<file path="src/rtl/cfg_xlate.sv">
module cfg_xlate #(
  parameter int BUS_W = 8,
  parameter int REG_W = 8
) (
  input  logic             clk,
  input  logic             rst_n,
  input  logic             req_valid,
  input  logic             req_from_sec,
  input  logic             req_is_dim,
  input  logic [BUS_W-1:0] req_bus,
  input  logic [4:0]       req_dev,
  input  logic [2:0]       req_func,
  input  logic [REG_W-1:0] req_reg,
  input  logic [BUS_W-1:0] sec_bus,
  input  logic [BUS_W-1:0] sub_bus,
  output logic             out_valid,
  output logic [1:0]       out_kind,
  output logic [15:0]      out_idsel,
  output logic             out_claim
);
  localparam int IDSEL_W = 16;
  localparam logic [1:0] K_NONE = 2'd0;
  localparam logic [1:0] K_T0   = 2'd1;
  localparam logic [1:0] K_SPC  = 2'd2;
  localparam logic [1:0] K_FWD  = 2'd3;

  logic filtered, local_hit, fwd_hit, spc_hit;
  logic [1:0] kind_n;
  logic [IDSEL_W-1:0] idsel_n;

  assign filtered  = req_from_sec | req_is_dim;
  assign local_hit = req_bus == sec_bus;
  assign fwd_hit   = (req_bus > sec_bus) && (req_bus <= sub_bus);
  assign spc_hit   = (req_dev == 5'd31) && (req_func == 3'd7) && (req_reg == '0);

  always_comb begin
    kind_n  = K_NONE;
    idsel_n = '0;
    if (req_valid && !filtered) begin
      if (local_hit) begin
        if (spc_hit) kind_n = K_SPC;
        else begin
          kind_n = K_T0;
          if (!req_dev[4]) idsel_n = IDSEL_W'(1) << req_dev[3:0];
        end
      end else if (fwd_hit) kind_n = K_FWD;
    end
  end

  always_ff @(posedge clk) begin
    if (!rst_n) begin
      out_valid <= 1'b0;
      out_kind  <= K_NONE;
      out_idsel <= '0;
      out_claim <= 1'b0;
    end else begin
      out_valid <= req_valid;
      out_kind  <= kind_n;
      out_idsel <= idsel_n;
      out_claim <= kind_n != K_NONE;
    end
  end
endmodule

</file>
<file path="config.mk">
export PLATFORM = sky130hd
export DESIGN_NAME = cfg_xlate
export DESIGN_NICKNAME = d
export VERILOG_FILES = /design/src/rtl/cfg_xlate.sv
export SDC_FILE = /design/constraint.sdc
export NUM_CORES = 1
export LEC_CHECK = 0
export BUFFER_PORTS_ARGS = -buffer_cell sky130_fd_sc_hd__buf_2
export CAP_MARGIN = 5
export CORE_ASPECT_RATIO = 1.2
export CORE_MARGIN = 8
export CORE_UTILIZATION = 46
export DETAILED_ROUTE_END_ITERATION = 6
export PLACE_DENSITY = 0.84
export SLEW_MARGIN = 5
export SYNTH_ARGS = -nofsm -noshare
export SYNTH_HDL_FRONTEND = slang
export SYNTH_SLANG_ARGS = --single-unit
</file>
<file path="constraint.sdc">
create_clock -name clk -period 3.2 [get_ports clk]
set_input_delay 0.32 -clock clk [delete_from_list [all_inputs] [get_ports clk]]
set_output_delay 0.32 -clock clk [all_outputs]
set_load 0.05 [all_outputs]
</file>
Word level (Yosys, flattened, before mapping)

Cells that the tools add are included.

Magnitude comparators: 2
Eq/ne operators: 3
Shift operators: 1
Muxes and demuxes: 4
Bitwise gates (word level): 4
Reduce and logical (&&, ||, !) cells: 8

Operators with widths:

| operator                                          | number |
|---|---|
| left shift 1 x 4 -> 16 bit (first input constant) | 1 |
| equality test 8 bit                               | 1 |
| > comparator 8 bit                                | 1 |
| less-or-equal comparator 8 bit                    | 1 |
| logical NOT 8 bit                                 | 1 |
| two-way mux 2 bit                                 | 4 |
| equality test 5 bit (second input constant)       | 1 |
| OR reduction 5 bit                                | 1 |
| logical AND 1 bit                                 | 4 |
| equality test 3 bit (second input constant)       | 1 |
| NOT 1 bit                                         | 3 |
| nonzero test 2 bit                                | 1 |
| logical NOT 1 bit                                 | 1 |
| OR 1 bit                                          | 1 |

Register bits after elaboration: 20
Input port bits: 45
Output and inout bits: 20
Word-level logic and storage cells: 26

Depth between registers and ports, before layout

Gate-level depths: netlist of run 1.

Depth after elaboration: 7
Mapped depth: 7
Mapped depth without buffers: 7

Worst setup path after synthesis of run 1

OpenSTA, ideal clock, no wires.

Kind: input-to-reg
Start: input sec_bus[6]
End: register out_idsel[1]
Setup time: 0.065 ns
Arrival: 1.525 ns
Required time: 3.135 ns
Setup slack: 1.610 ns
Stages on the path: 7
Buffers on the path: 0
Cells stage by stage: inv_1 > ha_1 > and4_1 > nand4_1 > nor2_2 > nand4b_2 > nor2_1

Longest elaborated chain between the ends: 3

RTL lines:

| element                             | RTL line | text |
|---|---|---|
| from (decl)                         | 14       | `input logic [BUS_W-1:0] sec_bus,` |
| equality test 8 bit                 | 32       | `assign local_hit = req_bus == sec_bus;` |
| NOT 1 bit (no source line)          | n/a      |  |
| OR reduction 5 bit (no source line) | n/a      |  |
| to (signal assigned)                | 59       | `out_idsel <= idsel_n;` |
| to (decl)                           | 18       | `output logic [15:0] out_idsel,` |

Every way passes these cells.
A chain may end at the register's enable or synchronous reset.

Worst setup path in the final report of run 1

Start: input req_bus[5]
End: register out_idsel[11]

Longest elaborated chain between the ends: 3

RTL lines:

| element                             | RTL line | text |
|---|---|---|
| from (decl)                         | 10       | `input logic [BUS_W-1:0] req_bus,` |
| equality test 8 bit                 | 32       |  |
| NOT 1 bit (no source line)          | n/a      |  |
| OR reduction 5 bit (no source line) | n/a      |  |

Every way passes these cells.

==> results of run 1 <==
metal layers:
layer  wire length, µm  vias up  share of wire
met1               986      472           0.36
met3               256        3          0.094
li1                  -      552              -
met2              1460       48           0.54
met4                21        0         0.0077
met5                 0        -              0
worst min path at each step:
stage | to | from | slack, ns | depth (start not counted)
final | out_valid | rst_n | 0.24 | 3
after global routing | out_valid | rst_n | 0.25 | 3
after detailed placement | out_valid | rst_n | 0.54 | 3
after floorplan | out_idsel[15] | req_dev[4] | 0.40 | 1
after global placement | out_valid | rst_n | 0.54 | 3
after CTS | out_valid | rst_n | 0.24 | 3
registers in the layout (all words and copies together) (netlist names):
| signal | flops |
|---|---|
| out_claim | 1 |
| out_idsel | 16 |
| out_kind | 2 |
| out_valid | 1 |
cell usage after synthesis:
master	instances
nor2b_1	4
dfxtp_1	20
inv_1	17
or3_1	1
a21oi_1	5
nand3b_1	1
and2_1	1
nor4_4	1
a211oi_1	2
nor3_1	1
o21ai_0	1
or4b_1	1
or4_4	1
nand2_1	5
o211ai_1	2
nand4b_1	1
nand4_1	4
nand4_2	1
nor3_2	2
o31ai_1	2
a21o_1	3
nor2_1	22
ha_1	16
nand3_2	1
nand4b_2	2
nand3_1	1
and4_1	1
nor2_2	1
layout make-up:
| type | instances | area (µm²) | share of cell area |
|---|---|---|---|
| clock buffers | 4 | 36.3 | 0.0246 |
| inverters | 17 | 63.8 | 0.0432 |
| multi-input cells | 83 | 618 | 0.418 |
| flip-flops and latches | 20 | 400 | 0.271 |
| well taps | 31 | 38.8 | 0.0262 |
| repair buffers | 64 | 320 | 0.217 |
logic make-up after synthesis:
group | count (synthesis)
simple gates | 52
flops | 20
buf+inv | 17
fa+ha+maj | 16
compound gates | 15
power breakdown:
part | leakage, nW | internal [mW] | switching, mW
combinational | 0.660 | 0.0457 | 0.0490
sequential | 0.161 | 0.250 | 0.000262
clock | 0.0210 | 0.0693 | 0.0680
total | 0.842 | 0.365 | 0.117
per-stage QoR:
step / cell area (µm²) / util / instances / power [mW]
3_5_place_dp: 1440 / 0.638 / 215 / 0.351
6_report: 1480 / 0.654 / 219 / 0.482
4_1_cts: 1480 / 0.654 / 219 / 0.487
2_1_floorplan: 1080 / - / 120 / 0.307
3_3_place_gp: 1440 / 0.638 / 215 / 0.346
5_1_grt: 1480 / 0.654 / 219 / 0.512
==> results.md, run 1 <==
- Status: completed
- Adder-Cell Fraction of Synth Area: 0.185
- Simple-gate portion of the synthesized area: 0.296
- Post-synth cell types: 28
- Area contributors post-synth: dfxtp_1, ha_1, nor2_1, inv_1, nand4b_2
- Crit. Startpoint: req_bus[5]
- Synth Area in Compound Gates: 0.0902
- HPWL after DPL: 2520 µm
- Worst slew pin tran: 0.553 ns
- Max cap viols: 0
- Avg Inst Size Synth: 9.02 µm²
- Placement Setup Slack: 1.34 ns
- Setup CP Type: in2reg
- Synthesized area: 1080 µm²
- Max FO, Critical Path: 6
- Mux share of post-synthesis cell area: 0
- Fin nets: 250
- Commonest non-fill, non-tap cell in the layout: buf_2
- Slew Viols, Final: 0
- Number of H-tree levels: 1
- Vias in the first global route: 1143
- Routability cong.: 0.860
- Chip Width: 60.3 µm
- CP delay by family, top: simple AND/OR/NAND/NOR gates
- Crit path buf inv count: 1
- Share of cells above drive strength 1: 0.410
- Worst VDD drop: 0.000204 V
- Final setup violation count: 0
- Final Hold Viols: 0
- Reg clk slew, reported paths: 0.10 ns
- Most frequent cells in the layout: buf_2, nor2_1, dfxtp_1
- Critical-path top delay cell: nor2_2
- Drt total wl: 2720 µm
- IO Count: 65
- # resized after CTS: 0
- Final ANT Viol Nets: 0
- Die height: 69.1 µm
- P&R area growth vs syn: 36.5%
- 1st-iter DRT viols: 27
- Largest family of logic cells by synthesized area: simple AND/OR/NAND/NOR gates
- CP Depth: 7
- GR Layer Usage met3: 0.0445
- Core area: 2260 µm²
- Final period utilization: 0.482
- Initial Util: 0.479
- Critical Path End: out_idsel[11]
- PortBufs: 64
- FP Rows: 19
- Die Area: 4170 µm²
- DRT Pass-1 Iters: 4
- FF+latch count, synth: 20
- RSZ-0062 raised after global routing: no
- Sequential cell area fraction in the yosys report: 0.370
- CTS tree: done
- Top-area cell type share of the netlist area: 0.370
- Detailed-route via count: 1075
- Post-route minimum period: 1.54 ns
- GR Util met1: 0.128
- XOR/XNOR Fraction of Synth Area: 0
- Max Freq: 648 MHz
- Critical path startpoint category: input pin
- Fin worst setup slack: 1.66 ns
- Hold-fix buffers, CTS: 0
- Residual DRC: 0
- Ys Warns: 0
- Max Root-Sink Buffers: 2
- First-pass GRT wire length: 4500 µm
- Worst endpoint required time: 3.43 ns
- N_diodes: 0
- Initial antenna violation count: 0
- HP Class: in2reg
- Clock sinks: 20
- Power density cells: 326 nW/µm²
- Data arrival, critical path: 1.77 ns
- Cell chain of the critical path: buf_2 -> ha_1 -> and4_1 -> nand4_1 -> nor2_2 -> nand4b_2 -> nor2_1
- Met2 Use GR: 0.248
- Root buf cell: clkbuf_4
- GRT Total Usage: 0.132
- Pin count of the biggest net entering global routing: 12
- CTS Buf Count: 3
- Worst setup EP type: flop
- Grt ovf: 0
- P_leak: 0.842 nW
- Crit-path max cell delay: 0.32 ns
- Post-CTS Setup Bufs: 0
- Setup_tns: 0 ns
- Net Count, Synth: 181
- GR peak layer: met2
- # fillers: 212
- Post-Synthesis Cells: 120
- DR vias/cell: 4.91
- Routed WL per cell: 12.4 µm
- Hold Worst Slack: 0.236 ns
- Slew headroom: 0.629
- Area leader, netlist: dfxtp_1
Power figures use the tool's default switching activity.
==> inputs of run 2 (changes only) <==
Settings changed: ABC_AREA from default to 1, CORE_UTILIZATION 46 to 43, PLACE_DENSITY 0.84 to 0.79.
Clock period 3.2 ns to 1.6 ns, I/O delays scaled along.
==> results.md, run 2 <==
- Status: completed
- Worst slew pin tran: 0.260 ns (-0.294 ns)
- Worst VDD drop: 0.000550 V (+170%)
- P&R area growth vs syn: 37.1%
- Post-route minimum period: 1.08 ns
- Critical-path top delay cell: dfxtp_1
- Setup CP Type: reg2out
- PortBufs: 64 (unchanged)
- Critical path startpoint category: flop
- Sequential cell area fraction in the yosys report: 0.359 (-0.0108)
- Max FO, Critical Path: 1 (-5)
- Post-CTS Setup Bufs: 0 (unchanged)
- Clock sinks: 20 (unchanged)
- # resized after CTS: 0 (unchanged)
- Area leader, netlist: dfxtp_1
- GRT Total Usage: 0.118 (-0.0137)
- Max Freq: 930 MHz
- Switching share of power: 0.232 (-0.0116)
- Share of cells above drive strength 1: 0.376 (-0.0340)
- DP Cell Count: 242 (+13%)
- Placement Setup Slack: 0.249 ns (-1.09 ns)
- Die Area: 4480 µm² (+7.6%)
- Cell chain of the critical path: buf_2
- Slew Viols, Final: 0 (unchanged)
- FP Rows: 20 (+1)
- HP Class: in2reg
- N_diodes: 0 (unchanged)
- Post-synth top cells: inv_1, nor2_1, nand2_1
- RSZ-0062 raised after global routing: no
- CTS tree: done
- Number of H-tree levels: 1 (unchanged)
- Most frequent cells in the layout: buf_2, inv_1, nor2_1
- Residual DRC: 0 (unchanged)
- Power density cells: 718 nW/µm² (+120%)
- Initial Util: 0.445 (-0.0337)
- Ys flop type: dfxtp_1
- 1st-iter DRT viols: 20 (-26%)
- Final ANT Viol Nets: 0 (unchanged)
- P_leak: 0.867 nW (+2.9%)
- Ys Warns: 0 (unchanged)
- Commonest non-fill, non-tap cell in the layout: buf_2
- Sequential share of power: 0.456 (-0.063)
- Drt total wl: 2640 µm (-3.1%)
- Top-area cell type share of the netlist area: 0.359 (-0.0108)
- Fin worst setup slack: 0.524 ns (-1.13 ns)
- Avg Inst Size Synth: 7.69 µm² (-15%)
- Crit path buf inv count: 1 (unchanged)
- IO Count: 65 (unchanged)
- DR vias/cell: 4.48 (-8.7%)
- Die height: 71.8 µm (+3.8%)
- Grt ovf: 0 (unchanged)
- Post-Synthesis Cells: 145 (+21%)
- Final setup violation count: 0 (unchanged)
- Hold-fix buffers, CTS: 0 (unchanged)
- Post-Layout Cell Count: 246 (+12%)
- Final Hold Viols: 0 (unchanged)
- Initial antenna violation count: 0 (unchanged)
- Ys async rst share: 0 (unchanged)
- Worst endpoint required time: 1.44 ns (-1.99 ns)
- Post-synth cell types: 19 (-32%)
- Vias in the first global route: 1096 (-4.1%)
- EDFF count, synth: 0 (unchanged)
- Fin nets: 275 (+10%)
- Routability cong.: 0.693 (-19%)
- Final period utilization: 0.672
- Data arrival, critical path: 0.92 ns (-0.85 ns)
- Combinational power share: 0.179 (-0.017)
- Max Root-Sink Buffers: 2 (unchanged)
- Clk pwr share: 0.365 (+0.080)
- Pint: 0.844 mW (+130%)
- Net switching power: 0.254 mW (+120%)
- Chip Width: 62.5 µm (+3.6%)
- Synthesized area: 1110 µm² (+3.0%)
- CTS Buf Count: 3 (unchanged)
- Largest register FFs: 16 (unchanged)
- Core area: 2500 µm² (+11%)
- DRT Pass-1 Iters: 4 (unchanged)
- Detailed-route via count: 1103 (+2.6%)
- Setup_tns: 0 ns (unchanged)
- FF+latch count, synth: 20 (unchanged)
- Biggest regs: out_idsel: 16 flops, out_kind: 2 flops
- Pin count of the biggest net entering global routing: 13 (+1)
- First-pass GRT wire length: 4530 µm (+0.62%)
- Root buf cell: clkbuf_4
- Routed WL per cell: 10.7 µm (-14%)
- Biggest register: out_idsel
- CP delay by family, top: flip-flops
- Slew headroom: 0.828 (+0.199)
- Max cap viols: 0 (unchanged)
- Crit-path max cell delay: 0.34 ns (+0.02 ns)
- Worst setup EP type: output pin
- Total power draw: 1.10 mW (+130%)
- HPWL after DPL: 2330 µm (-7.4%)
- Area contributors post-synth: dfxtp_1, ha_1, inv_1, nor2_1, nand2_1
- Net Count, Synth: 206 (+14%)
- Reg clk slew, reported paths: 0.10 ns (about the same)
==> run 2: cell types whose count changed after synthesis, moves of 3 or more <==
cell	change
nand2_1	+19
nand3_1	+6
inv_1	+9
nor2_1	+4
inv_2	+3
nor2b_1	-4
a21oi_1	+3
==> run 2: cell type report <==
cell class,count,area (µm²)
clock buffers,3,22.5
clock inverters,1,30.0
fillers,246,973
inverters,29,109
multi-input cells,96,606
flip-flops and latches,20,400
well taps,33,41.3
repair buffers,64,320
==> run 2: logic make-up (layout without fill, tap and decap cells) <==
kind of cell,Yosys count,in the layout,share of synthesized area
DFF,20,20,0.359
and+or+nand+nor,67,67,0.297
buffers and inverters,29,97,0.0976
AOI/OAI and AO/OA,13,13,0.0662
adders and majority gates,16,16,0.180
==> run 2: path summary, 6_finish.rpt <==
path / from / to / slack (ns) / cells after the start
hold / removal: rst_n / out_valid / 0.05 / 3
setup / recovery: out_idsel[15] / out_idsel[15] / 0.52 / 1
==> run 2: stage by stage <==
stage | utilization | hold slack [ns] | area (µm²)
final | 0.611 | 0.0452 | 1530
after CTS | 0.611 | 0.0423 | 1530
after global placement | 0.590 | 0.361 | 1480
after detailed placement | 0.590 | 0.364 | 1480
after global routing | 0.611 | 0.0414 | 1530
after floorplan | - | 0.273 | 1110
==> run 2: routing by layer <==
metal | wire length, µm | vias up | global-route usage
li1 | - | 588 | -
met1 | 973 | 464 | 0.115
met2 | 1440 | 48 | 0.228
met3 | 187 | 3 | 0.0328
met4 | 34 | 0 | 0.0508
met5 | 0 | - | 0
==> run 2: power by group through the flow <==
stage | clock network (mW) | registers (mW) | logic (mW)
final | 0.401 | 0.500 | 0.197
after global routing | 0.426 | 0.501 | 0.230
after detailed placement | 0 | 0.512 | 0.197
after global placement | 0 | 0.512 | 0.193
after floorplan | 0 | 0.521 | 0.103
after CTS | 0.405 | 0.501 | 0.199
==> inputs of run 3 (changes only) <==
Settings changed: ABC_AREA 1 to 0, CORE_UTILIZATION 43 to 42, PLACE_DENSITY 0.79 to 0.78.
Clock period 1.6 ns to 0.99 ns, I/O delays scaled along.
==> results.md, run 3 (synthesized netlist as in run 1, its figures left out) <==
- PortBufs: 64 (unchanged)
- Failing checks: negative setup slack
- Grt ovf: 0 (unchanged)
- Crit path buf inv count: 1 (unchanged)
- Max cap viols: 0 (unchanged)
- Die height: 71.6 µm (-0.23%)
- Final period utilization: 1.24
- Power density cells: 1010 nW/µm² (+41%)
- Die Area: 4460 µm² (-0.45%)
- CP delay by family, top: simple AND/OR/NAND/NOR gates
- IO Count: 65 (unchanged)
- Worst setup EP type: flop
- Reg clk slew, reported paths: 0.10 ns (about the same)
- Final setup violation count: 19 (+19)
- Vias in the first global route: 1268 (+16%)
- Total power draw: 1.94 mW (+76%)
- P_leak: 0.948 nW (+9.4%)
- Largest register FFs: 16 (unchanged)
- Biggest regs: out_idsel: 16 flops, out_kind: 2 flops
- Max Freq: 814 MHz
- GRT Total Usage: 0.147 (+0.0287)
- Critical-path top delay cell: nor2_4
- Routability cong.: 0.861 (+24%)
- Final ANT Viol Nets: 0 (unchanged)
- 1st-iter DRT viols: 19 (-5.0%)
- HPWL after DPL: 2620 µm (+12%)
- Fin nets: 263 (-4.4%)
- Post-Layout Cell Count: 234 (-4.9%)
- WL met3: 190 µm (+1.6%)
- First-pass GRT wire length: 5550 µm (+23%)
- Routed WL per cell: 14.3 µm (+33%)
- Slew headroom: 0.786 (-0.0418)
- Pin count of the biggest net entering global routing: 13 (unchanged)
- Worst slew pin tran: 0.320 ns (+0.0603 ns)
- Final Hold Viols: 0 (unchanged)
- Slew Viols, Final: 0 (unchanged)
- Clock sinks: 20 (unchanged)
- RSZ-0062 raised after global routing: yes
- Max FO, Critical Path: 6 (+5)
- DRT Pass-1 Iters: 3 (-1)
- Final instance area: 1910 µm² (+25%)
- Worst VDD drop: 0.000876 V (+59%)
- Status: complete, but fails checks
- Share of cells above drive strength 1: 0.602 (+0.226)
- Met2 Wirelength: 1840 µm (+28%)
- Worst endpoint required time: 1.24 ns (-0.20 ns)
- Most frequent cells in the layout: buf_2, dfxtp_1, clkbuf_4, buf_4, nor2_1
- Final core utilization: 0.763 (+0.152)
- CTS tree: done
- Detailed-route via count: 1157 (+4.9%)
- Cell chain of the critical path: buf_8 -> ha_4 -> and4_4 -> nand4_1 -> nor2_4 -> nand4b_4 -> nor2_2
- HP Class: in2reg
- P&R area growth vs syn: 76.4%
- CTS Buf Count: 3 (unchanged)
- Number of H-tree levels: 1 (unchanged)
- Chip Width: 62.3 µm (-0.22%)
- Post-route minimum period: 1.23 ns
- Max Root-Sink Buffers: 2 (unchanged)
- N_diodes: 0 (unchanged)
- Root buf cell: clkbuf_4
- Commonest non-fill, non-tap cell in the layout: buf_2
- Crit-path max cell delay: 0.29 ns (-0.05 ns)
- Setup CP Type: in2reg
- Post-DP Area: 1640 µm² (+11%)
- FP Rows: 20 (unchanged)
- Drt total wl: 3340 µm (+26%)
- Critical path startpoint category: input pin
- # fillers: 184 (-25%)
- Residual DRC: 0 (unchanged)
- Fin worst setup slack: -0.239 ns (-0.763 ns)
- DP Cell Count: 227 (-6.2%)
- Initial Util: 0.433 (-0.0130)
- Data arrival, critical path: 1.47 ns (+0.55 ns)
- Core area: 2500 µm² (unchanged)
- Metal-1 WL: 1210 µm (+24%)
- DR vias/cell: 4.94 (+10%)
- Biggest register: out_idsel
- Hold-fix buffers, CTS: 0 (unchanged)
- Initial antenna violation count: 0 (unchanged)
- Highest routed layer: met4
==> run 3: final timing paths <==
check / from / endpoint / depth (start not counted)
worst min-delay path: rst_n / out_valid / 3
worst max-delay path: req_bus[7] / out_idsel[6] / 7
==> run 3: layer usage <==
layer,global-route usage,up-vias
met4,0.0558,0
met3,0.0437,11
met1,0.145,518
met2,0.281,50
met5,0,-
li1,-,578
==> run 3: report_power, final <==
group          total (mW)  internal (mW)  switching (mW)  leakage, nW
sequential          0.809          0.808         0.00115        0.161
clock               0.648          0.410           0.238       0.0279
combinational       0.481          0.257           0.224        0.759
total                1.94           1.47           0.463        0.948
==> run 3: area by class of cell <==
class / count / area [µm²] / share of cell area
multi-input combinational: 83 / 822 / 0.431
timing repair buffer: 77 / 522 / 0.273
sequential: 20 / 400 / 0.210
inverter: 17 / 71.3 / 0.0374
tap: 33 / 41.3 / 0.0216
clock inverter: 1 / 30.0 / 0.0157
clock buffer: 3 / 22.5 / 0.0118
==> run 3: repair_timing <==
action / in CTS / in global routing
gates resized for setup: 17 / 38
cloned: 0 / 0
pin swaps: 16 / 8
setup endpoints to repair: 21 / 37
setup buffers: 4 / 1
==> run 3: metrics by stage <==
stage	hold WS, ns	setup WS, ns	setup TNS, ns
6_report	0.0118	-0.239	-3.75
5_1_grt	0.0362	-0.295	-4.92
4_1_cts	0.00437	-0.177	-2.91
3_5_place_dp	0.324	-0.548	-9.63
3_3_place_gp	0.312	-0.504	-9.07
2_1_floorplan	0.177	-0.317	-5.63
